===== src/rtl/pwm_bank_pkg.sv =====
package pwm_bank_pkg;
  localparam int unsigned WIN_LG = 5;
  localparam logic [2:0] W_PERIOD = 3'd0;
  localparam logic [2:0] W_DUTY   = 3'd1;
  localparam logic [2:0] W_SPARE  = 3'd2;
  localparam logic [2:0] W_CTRL   = 3'd3;

  typedef struct packed {
    logic keep;
    logic inv;
    logic en;
  } ctrl_t;
endpackage


===== src/rtl/pwm_bank_decode.sv =====
module pwm_bank_decode
  import pwm_bank_pkg::*;
#(
  parameter int unsigned NUM_CH = 4,
  parameter int unsigned ADDR_W = 8,
  parameter int unsigned DW     = 32
) (
  input  logic                       clk_i,
  input  logic                       rst_ni,
  input  logic                       wr_en_i,
  input  logic                       rd_en_i,
  input  logic [ADDR_W-1:0]          addr_i,
  input  logic [NUM_CH-1:0][DW-1:0]  chan_rword_i,
  output logic [NUM_CH-1:0]          ch_wr_o,
  output logic [2:0]                 word_o,
  output logic [DW-1:0]              rdata_o
);
  localparam int unsigned CH_W = ADDR_W - WIN_LG;

  logic [CH_W-1:0] ch_idx;
  logic            hit;
  logic [DW-1:0]   rd_sel;

  assign ch_idx = addr_i[ADDR_W-1:WIN_LG];
  assign word_o = addr_i[WIN_LG-1:2];
  assign hit    = (32'(ch_idx) < NUM_CH) && !word_o[2];

  for (genvar c = 0; c < NUM_CH; c++) begin : g_sel
    assign ch_wr_o[c] = wr_en_i && hit && (32'(ch_idx) == c);
  end

  always_comb begin
    rd_sel = '0;
    for (int c = 0; c < NUM_CH; c++) begin
      if (hit && (32'(ch_idx) == c)) rd_sel = chan_rword_i[c];
    end
  end

  always_ff @(posedge clk_i or negedge rst_ni) begin
    if (!rst_ni)      rdata_o <= '0;
    else if (rd_en_i) rdata_o <= rd_sel;
  end

  assert_unmapped_zero_R2: assert property (@(posedge clk_i) disable iff (!rst_ni)
    rd_en_i && !hit |=> rdata_o == '0);
  assert_rdata_hold_R1: assert property (@(posedge clk_i) disable iff (!rst_ni)
    !rd_en_i |=> $stable(rdata_o));
  assert_wr_onehot_R1: assert property (@(posedge clk_i) disable iff (!rst_ni)
    $onehot0(ch_wr_o));
endmodule


===== src/rtl/pwm_bank_chan.sv =====
module pwm_bank_chan
  import pwm_bank_pkg::*;
#(
  parameter int unsigned DW = 32
) (
  input  logic          clk_i,
  input  logic          rst_ni,
  input  logic          wr_i,
  input  logic [2:0]    word_i,
  input  logic [DW-1:0] wdata_i,
  output logic [DW-1:0] rword_o,
  output logic          pwm_o
);
  logic [DW-1:0] period_q, duty_q, spare_q;
  logic [DW-1:0] act_p_q, act_d_q, cnt_q;
  ctrl_t         ctrl_q, ctrl_wr;
  logic          running_q, pending_q;
  logic          ctrl_we, commit, stop, start, boundary;
  logic [DW:0]   cnt_nx;

  assign ctrl_wr  = ctrl_t'(wdata_i[2:0]);
  assign ctrl_we  = wr_i && (word_i == W_CTRL);
  assign commit   = ctrl_we && ctrl_wr.en;
  assign stop     = ctrl_we && !ctrl_wr.en;
  assign start    = commit && !running_q;
  assign cnt_nx   = {1'b0, cnt_q} + 1'b1;
  assign boundary = running_q && (cnt_nx >= {1'b0, act_p_q});

  always_ff @(posedge clk_i or negedge rst_ni) begin
    if (!rst_ni) begin
      period_q <= '0;
      duty_q   <= '0;
      spare_q  <= '0;
      ctrl_q   <= '0;
    end else if (wr_i) begin
      case (word_i)
        W_PERIOD: period_q <= wdata_i;
        W_DUTY:   duty_q   <= wdata_i;
        W_SPARE:  spare_q  <= wdata_i;
        W_CTRL:   ctrl_q   <= ctrl_wr;
        default:  ;
      endcase
    end
  end

  always_ff @(posedge clk_i or negedge rst_ni) begin
    if (!rst_ni) begin
      act_p_q   <= '0;
      act_d_q   <= '0;
      cnt_q     <= '0;
      running_q <= 1'b0;
      pending_q <= 1'b0;
    end else if (stop) begin
      running_q <= 1'b0;
      pending_q <= 1'b0;
      cnt_q     <= '0;
    end else if (start) begin
      act_p_q   <= period_q;
      act_d_q   <= duty_q;
      cnt_q     <= '0;
      running_q <= 1'b1;
      pending_q <= 1'b0;
    end else if (running_q) begin
      if (boundary) begin
        cnt_q <= '0;
        if (pending_q || commit) begin
          act_p_q   <= period_q;
          act_d_q   <= duty_q;
          pending_q <= 1'b0;
        end else if (!ctrl_q.keep) begin
          running_q <= 1'b0;
        end
      end else begin
        cnt_q <= cnt_nx[DW-1:0];
        if (commit) pending_q <= 1'b1;
      end
    end
  end

  assign pwm_o = (running_q && (cnt_q < act_d_q)) ^ ctrl_q.inv;

  always_comb begin
    case (word_i)
      W_PERIOD: rword_o = period_q;
      W_DUTY:   rword_o = duty_q;
      W_SPARE:  rword_o = spare_q;
      W_CTRL:   rword_o = {{(DW-3){1'b0}}, ctrl_q};
      default:  rword_o = '0;
    endcase
  end

  assert_idle_level_R7: assert property (@(posedge clk_i) disable iff (!rst_ni)
    !running_q |-> pwm_o == ctrl_q.inv);
  assert_start_R4: assert property (@(posedge clk_i) disable iff (!rst_ni)
    start |=> running_q && cnt_q == '0);
  assert_cnt_range_R4: assert property (@(posedge clk_i) disable iff (!rst_ni)
    running_q && act_p_q != '0 |-> cnt_q < act_p_q);
  assert_hold_mid_period_R6: assert property (@(posedge clk_i) disable iff (!rst_ni)
    running_q && !boundary && !ctrl_we |=> $stable(act_p_q) && $stable(act_d_q));
  assert_zero_duty_R8: assert property (@(posedge clk_i) disable iff (!rst_ni)
    running_q && act_d_q == '0 |-> pwm_o == ctrl_q.inv);
  assert_single_halt_R9: assert property (@(posedge clk_i) disable iff (!rst_ni)
    boundary && !ctrl_q.keep && !pending_q && !wr_i |=> !running_q);
endmodule


===== src/rtl/pwm_bank.sv =====
module pwm_bank
  import pwm_bank_pkg::*;
#(
  parameter int unsigned NUM_CH = 4,
  parameter int unsigned ADDR_W = 8,
  parameter int unsigned DW     = 32
) (
  input  logic              clk_i,
  input  logic              rst_ni,
  input  logic              wr_en_i,
  input  logic              rd_en_i,
  input  logic [ADDR_W-1:0] addr_i,
  input  logic [DW-1:0]     wdata_i,
  output logic [DW-1:0]     rdata_o,
  output logic [NUM_CH-1:0] pwm_o
);
  logic [NUM_CH-1:0]         ch_wr;
  logic [2:0]                word;
  logic [NUM_CH-1:0][DW-1:0] chan_rword;

  pwm_bank_decode #(.NUM_CH(NUM_CH), .ADDR_W(ADDR_W), .DW(DW)) u_decode (
    .clk_i        (clk_i),
    .rst_ni       (rst_ni),
    .wr_en_i      (wr_en_i),
    .rd_en_i      (rd_en_i),
    .addr_i       (addr_i),
    .chan_rword_i (chan_rword),
    .ch_wr_o      (ch_wr),
    .word_o       (word),
    .rdata_o      (rdata_o)
  );

  for (genvar c = 0; c < NUM_CH; c++) begin : g_ch
    pwm_bank_chan #(.DW(DW)) u_chan (
      .clk_i   (clk_i),
      .rst_ni  (rst_ni),
      .wr_i    (ch_wr[c]),
      .word_i  (word),
      .wdata_i (wdata_i),
      .rword_o (chan_rword[c]),
      .pwm_o   (pwm_o[c])
    );
  end
endmodule


===== config.mk =====
export PLATFORM = sky130hd
export DESIGN_NAME = pwm_bank
export DESIGN_NICKNAME = d
export VERILOG_FILES = /design/src/rtl/pwm_bank_pkg.sv /design/src/rtl/pwm_bank_decode.sv /design/src/rtl/pwm_bank_chan.sv /design/src/rtl/pwm_bank.sv
export SDC_FILE = /design/constraint.sdc
export NUM_CORES = 2
export LEC_CHECK = 0
export ABC_AREA = 1
export BUFFER_PORTS_ARGS = -buffer_cell sky130_fd_sc_hd__buf_2
export CORE_MARGIN = 5
export CORE_UTILIZATION = 50
export DETAILED_ROUTE_END_ITERATION = 12
export PLACE_DENSITY = 0.68
export SYNTH_ARGS = -nofsm -noshare
export SYNTH_HDL_FRONTEND = slang
export SYNTH_HIERARCHICAL = 1
export SYNTH_SLANG_ARGS = --single-unit

===== constraint.sdc =====
create_clock -name clk_i -period 2.9 [get_ports clk_i]
set_input_delay 0.145 -clock clk_i [delete_from_list [all_inputs] [get_ports clk_i]]
set_output_delay 0.145 -clock clk_i [all_outputs]
set_load 0.01 [all_outputs]

==> out/metrics.csv <==
metric,value,unit
finalSetupViolations,396,
synth_compound_area_frac,0.0842,
synth_fa_ha_area_frac,0.0687,
failed_checks,setup timing,
worstPathRequired,3.44,ns
place_ws,-0.497,ns
place_inst,7699,
clock_skew,0.0223,ns
cts_buffers,90,
cts_tree,done,
drt_wl_total,159,mm
post-route-drc-count,0,
synth.cell_area,46600,um2
grt_max_degree,107,
grt_pass1_wl,241,mm
path_cells,"ha_2, nand2_2, nor2_4, buf_6, nand2_4, nor3_2, buf_4, nand2_4, xnor2_2, ha_1, nand2_1, inv_2, nand3_2, nor3_4, nand2_1, nor2_2, nand2_2, nand4_4, nand3_4, clkbuf_16, nand2_4, nand2_1",
synth.area.mux_share,0,
cp.arrival,4.01,ns
grt_pass1_vias,42200,
cpPeakStageDelay,0.38,ns
p_per_area,524,nW/um2
synth_cell_types,44,
clk_root_buffer_cell,clkbuf_16,
syn_nets,6457,
drt_first_pass_iters,6,
nFillCells,7665,
clk_latency,0.67,ns
dieArea,99400,um2
grt-ovfl-total,0,
start_util,0.502,
numPortBuffers,77,
drtAntennaViolNets,0,
area.growth.synth_to_final,27.1,%
hold_viol_final,0,
clock_sinks,820,
mostFrequentLayoutCells,"1730 x nand2_1, 817 x dfrtp_1, 673 x inv_1",
grt_use_total,0.306,
criticalPathCategory,flop to flop,
layout.cells.most_common,nand2_1,
layout-drive-gt1-share,0.221,
final_nets,6984,
rows,112,
whs,0.0682,ns
fin_crit,3.46,ns
place_congestion,0.946,
clock_path_buffers,3,
synth.avg_cell_area,7.57,um2
period_share,1.19,
fin_util,0.638,
cellLeakagePower,29.8,nW
die_w,315,um
ir_drop,0.450,mV
min_path_type,input pin to asynchronous set/reset pin,
avgViaCountPerCell,5.60,
yosys.area_share.simple,0.296,
vias,44900,
crit_start,g_ch[3].u_chan/cnt_q[0],
slew_viol_final,0,
maxCapViolations,0,
die_h,315,um
antenna_found_initial,5,
syn_inst,6157,
synthXorXnorAreaFrac,0.0169,
max_freq,0.289,GHz
relSlewSlack,0.214,
core,92900,um2
synth_top_family_by_area,simple AND/OR/NAND/NOR gates,
first_iter_violations,4700,
wire_per_inst,19.9,um
design_area,59300,um2
yosys_warnings,6,
start_kind,flop,
cp-end-kind,flop,
reg2reg_from,g_ch[3].u_chan/cnt_q[0],
boundaryPins,80,
rsz0062_at_grt,true,
worst_path_max_delay_cell,dfrtp_1,
setup_slack,-0.563,ns
path_clk_slew,0.06,ns
status,finished with violations,
worst_pin_slew,1.18,ns
h-tree-depth,3,
ys_seq_elements,820,
stdcell_count,8011,
dp_hpwl,108,mm
crit_path_max_fanout,7,
placed_cell_area,51400,um2
yosysSeqAreaShare,0.440,
## synthesized netlist by cell type (all sizes together)
cell type / n / area share
nor4b: 1 / 0.00019
nor3: 49 / 0.0056
nor2b: 2 / 0.00027
or2: 9 / 0.0012
o21a: 9 / 0.0014
o31ai: 3 / 0.00048
nor3b: 1 / 0.00016
a21o: 6 / 0.00097
nand3b: 4 / 0.00064
ha: 256 / 0.069
nor4: 7 / 0.00094
o21ai: 545 / 0.061
buf: 151 / 0.025
inv: 695 / 0.056
clkinv: 17 / 0.0014
o2111ai: 11 / 0.0021
xnor2: 19 / 0.0036
nand2: 2078 / 0.17
clkbuf: 148 / 0.012
a31oi: 1 / 0.00013
a21oi: 148 / 0.016
o21bai: 7 / 0.0011
nand4: 306 / 0.041
xor2: 71 / 0.013
dfrtp: 820 / 0.44
nor2: 403 / 0.035
o211ai: 1 / 0.00016
a211oi: 4 / 0.00064
nand3: 385 / 0.043
## sequential cells by signal, indices dropped and copies added, names as in the netlist
register	cells
g_ch.u_chan/cnt_q	128
u_decode/rdata_o	32
g_ch.u_chan/act_d_q	128
g_ch.u_chan/period_q	128
g_ch.u_chan/duty_q	128
g_ch.u_chan/spare_q	128
g_ch.u_chan/pending_q	4
g_ch.u_chan/running_q	4
g_ch.u_chan/ctrl_q	12
g_ch.u_chan/act_p_q	128
## kinds of logic after synthesis
group           Yosys count
fa+ha+maj               256
flops                   820
buf+inv                1011
xor+xnor                 90
compound gates          735
simple gates           3245
## what timing repair did
item / 4_1_cts / 5_1_grt
cloned: 25 / 25
endpoints found under the hold margin: 497 / 0
pin swaps: 60 / 112
hold buffers: 34 / 0
buffers inserted: 44 / 33
setup endpoints to repair: 396 / 396
resized for setup: 234 / 535
## per-layer routing
layer,vias up,track usage,wire [um]
li1,20900,-,-
met1,21600,0.428,66100
met2,1932,0.471,71200
met3,442,0.0579,13600
met4,6,0.128,8250
met5,-,0,36
## power by group
part	switching, mW	leakage [nW]	internal (mW)	total (mW)
Sequential	0.570	11.2	12.0	12.6
Combinational	4.04	17.0	2.37	6.42
Clock	4.95	1.52	7.10	12.1
## metrics by stage
stage	setup TNS, ns	power, mW
final	-169.20	31.1
after global routing	-237.96	32.3
after CTS	-118.59	30.5
after detailed placement	-148.82	17.8
after global placement	-133.25	17.7
after floorplan	-0.908	15.7
## area by class of cell
class,count,area (um2),share of cell area
Antenna cell,2,5.00,0.0000845
Clock buffer,127,2610,0.0441
Clock inverter,36,470,0.00794
Inverter,712,2680,0.0452
Multi-Input combinational cell,4328,24400,0.412
Sequential cell,820,20500,0.346
Tap cell,1254,1570,0.0265
Timing Repair Buffer,732,6980,0.118
## worst paths after layout
check	cells after the start	to	slack, ns
hold / removal	2	g_ch[1].u_chan/act_d_q[11]	0.07
setup / recovery	22	g_ch[3].u_chan/act_d_q[11]	-0.56
setup reg to reg	22	g_ch[3].u_chan/act_d_q[11]	-0.56
hold reg to reg	2	g_ch[0].u_chan/act_d_q[30]	0.47
max in group asynchronous	3	g_ch[3].u_chan/spare_q[3]	1.73
min in group clk_i	4	g_ch[1].u_chan/ctrl_q[0]	0.19
## worst max-delay path, delay by kind of cell (launching register included)
kind	cells	cell delay, ns
fa+ha+maj	2	0.50
flops	1	0.38
xor+xnor	1	0.16
simple gates	15	1.67
buf+inv	4	0.65
(Power assumes the default switching activity.)
